[config.mk]
export PLATFORM = sky130hd
export DESIGN_NAME = hitmiss_stats
export DESIGN_NICKNAME = d
export VERILOG_FILES = /design/src/rtl/hitmiss_stats_pkg.sv /design/src/rtl/stat_bucket_sel.sv /design/src/rtl/stat_counter_bank.sv /design/src/rtl/stat_miss_limit.sv /design/src/rtl/hitmiss_stats.sv
export SDC_FILE = /design/constraint.sdc
export NUM_CORES = 2
export LEC_CHECK = 0
export CORE_MARGIN = 2
export CORE_UTILIZATION = 52
export CTS_CLUSTER_SIZE = 8
export DETAILED_ROUTE_END_ITERATION = 7
export DONT_BUFFER_PORTS = 1
export GPL_TIMING_DRIVEN = 0
export HOLD_SLACK_MARGIN = 0.12
export PLACE_DENSITY = 0.69
export SYNTH_ARGS = -nofsm -noshare
export SYNTH_HDL_FRONTEND = slang
export SYNTH_SLANG_ARGS = --single-unit
[constraint.sdc]
create_clock -name clk -period 9.6 [get_ports clk]
set_input_delay 1.44 -clock clk [delete_from_list [all_inputs] [get_ports clk]]
set_output_delay 1.44 -clock clk [all_outputs]
set_load 0.01 [all_outputs]
[src/rtl/hitmiss_stats_pkg.sv]
package hitmiss_stats_pkg;
    typedef enum logic [1:0] {
        LIM_OFF   = 2'd0,
        LIM_ARMED = 2'd1,
        LIM_FIRE  = 2'd2,
        LIM_SPENT = 2'd3
    } lim_state_t;
endpackage

[src/rtl/stat_bucket_sel.sv]
module stat_bucket_sel #(
    parameter int NUM_CPUS = 4,
    parameter int ID_W     = 8,
    parameter int BKT_W    = 3
) (
    input  logic             ev_wb,
    input  logic             fs_mode,
    input  logic [ID_W-1:0]  ev_id,
    output logic [BKT_W-1:0] bkt,
    output logic             bad_wb
);
    logic             id_is_dev;
    logic [ID_W-1:0]  id_mod;

    always_comb begin
        id_is_dev = (ev_id == {ID_W{1'b1}});
        id_mod    = ev_id % ID_W'(NUM_CPUS);
        bad_wb    = ev_wb && !id_is_dev;
        if (ev_wb)
            bkt = '0;
        else if (fs_mode && id_is_dev)
            bkt = BKT_W'(NUM_CPUS);
        else
            bkt = BKT_W'(id_mod);
    end
endmodule

[src/rtl/stat_counter_bank.sv]
module stat_counter_bank #(
    parameter int NUM_CMDS = 4,
    parameter int NB       = 5,
    parameter int CNT_W    = 32,
    parameter int CMD_W    = 2,
    parameter int BKT_W    = 3
) (
    input  logic             clk,
    input  logic             rst_n,
    input  logic             inc_en,
    input  logic             inc_miss,
    input  logic [CMD_W-1:0] inc_cmd,
    input  logic [BKT_W-1:0] inc_bkt,
    input  logic             rd_req,
    input  logic             rd_is_miss,
    input  logic [CMD_W-1:0] rd_cmd,
    input  logic [BKT_W-1:0] rd_bkt,
    output logic             rd_valid,
    output logic [CNT_W-1:0] rd_data
);
    logic [CNT_W-1:0] hit_cnt  [NUM_CMDS][NB];
    logic [CNT_W-1:0] miss_cnt [NUM_CMDS][NB];

    for (genvar c = 0; c < NUM_CMDS; c++) begin : g_cmd
        for (genvar b = 0; b < NB; b++) begin : g_bkt
            logic sel;
            assign sel = inc_en && (int'(inc_cmd) == c) && (int'(inc_bkt) == b);
            always_ff @(posedge clk) begin
                if (!rst_n) begin
                    hit_cnt[c][b]  <= '0;
                    miss_cnt[c][b] <= '0;
                end else if (sel) begin
                    if (inc_miss)
                        miss_cnt[c][b] <= miss_cnt[c][b] + 1'b1;
                    else
                        hit_cnt[c][b]  <= hit_cnt[c][b] + 1'b1;
                end
            end
        end
    end

    always_ff @(posedge clk) begin
        if (!rst_n) begin
            rd_valid <= 1'b0;
            rd_data  <= '0;
        end else begin
            rd_valid <= rd_req;
            if (rd_req) begin
                if (int'(rd_cmd) < NUM_CMDS && int'(rd_bkt) < NB)
                    rd_data <= rd_is_miss ? miss_cnt[rd_cmd][rd_bkt]
                                          : hit_cnt[rd_cmd][rd_bkt];
                else
                    rd_data <= '0;
            end
        end
    end
endmodule

[src/rtl/stat_miss_limit.sv]
module stat_miss_limit
    import hitmiss_stats_pkg::*;
#(
    parameter int LIM_W = 32
) (
    input  logic             clk,
    input  logic             rst_n,
    input  logic             lim_load,
    input  logic [LIM_W-1:0] lim_value,
    input  logic             miss_tick,
    output logic             stop_o
);
    lim_state_t       state;
    logic [LIM_W-1:0] remain;

    always_ff @(posedge clk) begin
        if (!rst_n) begin
            state  <= LIM_OFF;
            remain <= '0;
        end else if (lim_load) begin
            remain <= lim_value;
            state  <= (lim_value == '0) ? LIM_OFF : LIM_ARMED;
        end else begin
            unique case (state)
                LIM_OFF:   state <= LIM_OFF;
                LIM_ARMED: begin
                    if (miss_tick) begin
                        if (remain == LIM_W'(1)) begin
                            remain <= '0;
                            state  <= LIM_FIRE;
                        end else begin
                            remain <= remain - 1'b1;
                        end
                    end
                end
                LIM_FIRE:  state <= LIM_SPENT;
                LIM_SPENT: state <= LIM_SPENT;
            endcase
        end
    end

    always_comb begin
        stop_o = (state == LIM_FIRE);
    end
endmodule

[src/rtl/hitmiss_stats.sv]
module hitmiss_stats #(
    parameter int NUM_CPUS = 4,
    parameter int NUM_CMDS = 4,
    parameter int CNT_W    = 32,
    parameter int ID_W     = 8,
    parameter int LIM_W    = 32,
    localparam int NB      = NUM_CPUS + 1,
    localparam int CMD_W   = (NUM_CMDS > 1) ? $clog2(NUM_CMDS) : 1,
    localparam int BKT_W   = $clog2(NB)
) (
    input  logic             clk,
    input  logic             rst_n,
    input  logic             ev_valid,
    input  logic             ev_is_miss,
    input  logic             ev_wb,
    input  logic [CMD_W-1:0] ev_cmd,
    input  logic [ID_W-1:0]  ev_id,
    input  logic             fs_mode,
    input  logic             lim_load,
    input  logic [LIM_W-1:0] lim_value,
    input  logic             rd_req,
    input  logic             rd_is_miss,
    input  logic [CMD_W-1:0] rd_cmd,
    input  logic [BKT_W-1:0] rd_bkt,
    output logic             rd_valid,
    output logic [CNT_W-1:0] rd_data,
    output logic             err_o,
    output logic             stop_o
);
    logic [BKT_W-1:0] sel_bkt;
    logic             bad_wb;
    logic             counted;

    stat_bucket_sel #(.NUM_CPUS(NUM_CPUS), .ID_W(ID_W), .BKT_W(BKT_W)) u_sel (
        .ev_wb(ev_wb), .fs_mode(fs_mode), .ev_id(ev_id),
        .bkt(sel_bkt), .bad_wb(bad_wb)
    );

    assign counted = ev_valid && !bad_wb;

    stat_counter_bank #(.NUM_CMDS(NUM_CMDS), .NB(NB), .CNT_W(CNT_W),
                        .CMD_W(CMD_W), .BKT_W(BKT_W)) u_bank (
        .clk(clk), .rst_n(rst_n),
        .inc_en(counted), .inc_miss(ev_is_miss), .inc_cmd(ev_cmd), .inc_bkt(sel_bkt),
        .rd_req(rd_req), .rd_is_miss(rd_is_miss), .rd_cmd(rd_cmd), .rd_bkt(rd_bkt),
        .rd_valid(rd_valid), .rd_data(rd_data)
    );

    stat_miss_limit #(.LIM_W(LIM_W)) u_lim (
        .clk(clk), .rst_n(rst_n), .lim_load(lim_load), .lim_value(lim_value),
        .miss_tick(counted && ev_is_miss), .stop_o(stop_o)
    );

    always_ff @(posedge clk) begin
        if (!rst_n)
            err_o <= 1'b0;
        else if (ev_valid && bad_wb)
            err_o <= 1'b1;
    end
endmodule

==> flow_metrics.tcl <==
set metrics [dict create \
    min_path_type "register to register" \
    fmax_ghz 0.1663 \
    end_kind "register" \
    post_cts_resized 0 \
    core_area_sq_mm 0.1521 \
    synth.area.top_cells "edfxtp_1 (48%), mux4_2 (8.2%), xor2_1 (8.0%), nor2_1 (7.3%), xnor2_1 (5.4%)" \
    critical-path-top-delay-family "simple AND/OR/NAND/NOR gates" \
    p_per_area_mw_per_mm2 160.8 \
    grt_max_degree 32 \
    rows 143 \
    synth_top_family_by_area "simple AND/OR/NAND/NOR gates" \
    chipWidth_um 395.4 \
    cts_inserted_buffers 186 \
    syn_avg_cell_area_sq_um 10.79 \
    crit_top_cell "buf_16" \
    grt_pass1_wl_mm 391.5 \
    globalplace.congestion 1.045 \
    initial_core_util_pct 52.38 \
    clkSinkCount 1348 \
    avgViaCountPerCell 6.464 \
    h-tree-depth 4 \
    grt_pass1_vias 58286 \
    slew_headroom_pct -6.819 \
    r2r_slack_ns 6.39 \
    initialDrtViolationCount 9092 \
    timing.critical_path.from "ev_id[6]" \
    antenna_found_initial 17 \
    io_buffers 0 \
    post-route-period-util_pct 62.65 \
    violations "max-capacitance violations, max-slew violations" \
    muxShareOfSynthArea_pct 9.821 \
    syn_to_final_growth_pct 11.59 \
    clock_latency_ns 0.84 \
    postCtsSetupBuffers 0 \
    finalWirelength_mm 271.4 \
    die_h_um 395.4 \
    synthArstFlopShare_pct 0 \
    syn_inst 7384 \
    tightest_slew_ns 1.602 \
    period_needed_ns 6.014 \
    maxCapViolations 4 \
    ys_ff_latch 1348 \
    die_area_sq_mm 0.1563 \
    dr.pass1.iters 8 \
    seq_area_frac_synth_pct 49.96 \
    ys.flop_type "edfxtp_1" \
    rsz0062_at_grt "no" \
    cts_buffer_depth 3 \
    r2r_cells 7 \
    post_drt_wl_per_cell_um 27.87 \
    cp-start-kind "primary input" \
    crit_chain "nand4_1 -> o21ai_1 -> nand3_1 -> nor2_2 -> buf_16 -> clkbuf_1 -> nand2_1 -> o21ai_4 -> buf_16" \
    finClkSkew_ns 0.03134 \
    reg2reg_from "u_bank.hit_cnt[3][128]" \
    final_antenna_net_count 0 \
    crit_fanout 18 \
    critical_path_class "primary input to register" \
    endpoint "u_bank.miss_cnt[1][108]" \
    synth_top_area_cell "edfxtp_1" \
    yosysWarningCount 0 \
    yosys.cell_types.count 69 \
    fin_util_pct 58.45 \
    synth_compound_area_share_pct 2.772 \
    gr-total-overflow 0 \
    synth_top_area_share_pct 48.25 \
    hpwl_mm 206.3 \
    setup_violations 0 \
    cts_tree "built" \
    leakagePower_uw 0.02836 \
    nNetsFinal 7719 \
    max_stage_delay_ns 1.12 \
    yosys.area_share.simple_pct 21.35 \
    synth-xor-area-share_pct 13.34 \
    maxSlewViolCount 35 \
    final_cell_mix "nor2_1 (1543), edfxtp_1 (1280), xor2_1 (726), nand2_1 (544), xnor2_1 (487)" \
    clk_pin_slew_ns 0.05 \
    grt_usage_pct 34.11 \
    io_pins 91 \
    cp.required_ns 10.12 \
    r2r_end "u_bank.hit_cnt[3][158]" \
    outcome "complete, but fails checks" \
    syn-num-nets 7482 \
    cp.depth 9 \
    drc 0 \
    yosys.area_share.adder_pct 0.6597 \
    hold_buffers 0 \
    hold_violations 0 \
    synth_edf_count 1280 \
    crit_slowest_cell "clkbuf_1" \
    drive_above_1_share_pct 9.079 \
    final_common_cell "nor2_1" \
    critPathBufInv 3 \
    synth_area_sq_mm 0.07965 \
    hold_ws_ns 0.5326 \
    num_vias 62943 \
    vdd_drop_max_mv 0.2034 \
    cp.arrival_ns 6.54 \
    cts-root-buf "clkbuf_16" \
]
==> worst reg2reg max path: stages (launching register included) <==
cell and delay (ns):
edfxtp_1 0.44, ha_1 0.24, nand2_1 0.09, nor3_1 0.91
nor4b_1 0.86, nand2_1 0.17, xor2_1 0.18, nor2_1 0.05
==> area by class of cell <==
cell class                      count  area (sq um)
Buffer                            319          1294
Fill cell                       12544         63200
Inverter                          102         382.9
Sequential cell                  1348         39800
Tap cell                         2030          2540
Antenna cell                        8         20.02
Timing Repair Buffer               49          1066
Clock buffer                      254          4931
Clock inverter                     12         195.2
Multi-Input combinational cell   5615         38660
==> cell usage after synthesis (8+ instances only) <==
| master | number |
|---|---|
| buf_1 | 8 |
| xor2_1 | 726 |
| a22oi_1 | 40 |
| or4_1 | 16 |
| and4_1 | 108 |
| nor3_1 | 149 |
| nor4_1 | 78 |
| and2_1 | 47 |
| or2_2 | 11 |
| edfxtp_1 | 1280 |
| buf_2 | 62 |
| clkbuf_1 | 245 |
| dfxtp_1 | 68 |
| mux2_2 | 14 |
| nor2_1 | 1548 |
| o21ai_0 | 132 |
| nor3b_1 | 9 |
| nand3_1 | 475 |
| and3_1 | 229 |
| a211oi_1 | 13 |
| nand2_1 | 544 |
| xnor2_1 | 487 |
| a21oi_1 | 14 |
| or3_1 | 29 |
| o211ai_1 | 29 |
| nand2b_1 | 17 |
| inv_1 | 101 |
| ha_1 | 42 |
| a41oi_1 | 11 |
| nand4_1 | 299 |
| mux2i_1 | 111 |
| nor2b_1 | 32 |
| mux4_2 | 291 |
| o311a_1 | 11 |
| a221oi_1 | 40 |
==> registers in the layout, summed over array words and instances, names as in the netlist <==
name / cells
u_lim.state: 2
u_bank.rd_valid: 1
u_bank.rd_data: 32
err_o: 1
u_bank.hit_cnt: 640
u_lim.remain: 32
u_bank.miss_cnt: 640
==> worst min-delay path by stage <==
| stage | startpoint | slack [ns] | endpoint | cells past startpoint |
|---|---|---|---|---|
| 3_5_place_dp | u_lim.state[1] | 0.51 | u_lim.state[1] | 2 |
| 3_3_place_gp | u_lim.state[1] | 0.50 | u_lim.state[1] | 2 |
| 4_1_cts | u_lim.state[1] | 0.54 | u_lim.state[1] | 2 |
| 6_report | u_lim.state[1] | 0.53 | u_lim.state[1] | 2 |
| 5_1_grt | u_lim.state[1] | 0.60 | u_lim.state[1] | 2 |
| 2_1_floorplan | u_lim.state[1] | 0.47 | u_lim.state[1] | 2 |
==> metrics by stage <==
stage	total power, uW	instance area, sq um	worst slack (ns)	std cells	TNS (ns)
floorplan	7629	79650	4.155	7384	0
global placement	8133	82190	-0.9082	9414	-250.96
detailed placement	8189	83710	3.054	9460	0
CTS	14250	88840	3.926	9726	0
global route	14570	88870	3.730	9729	0
finish	14300	88890	3.586	9737	0
==> cells by family (layout without fill, tap and decap cells) <==
logic type | after synthesis | after routing
and+or+nand+nor | 3616 | 3616
other | 0 | 8
AOI/OAI and AO/OA | 328 | 328
adders and majority gates | 42 | 42
DFF | 1348 | 1348
muxes | 416 | 416
buffers and inverters | 421 | 736
xor gates and xnor gates | 1213 | 1213
==> power breakdown <==
| part | internal, uW | switching [uW] |
|---|---|---|
| clock network | 3530 | 2630 |
| logic | 432 | 718 |
| registers | 6650 | 333 |
==> metal layers <==
metal	vias to the layer above	global-route usage [%]	share of wire, %
li1	27362	-	-
met1	31005	45.90	38
met2	3909	49.69	43
met3	659	10.44	13
met4	8	17.85	6.0
met5	-	0	0.017
Power figures use the tool's default switching activity.
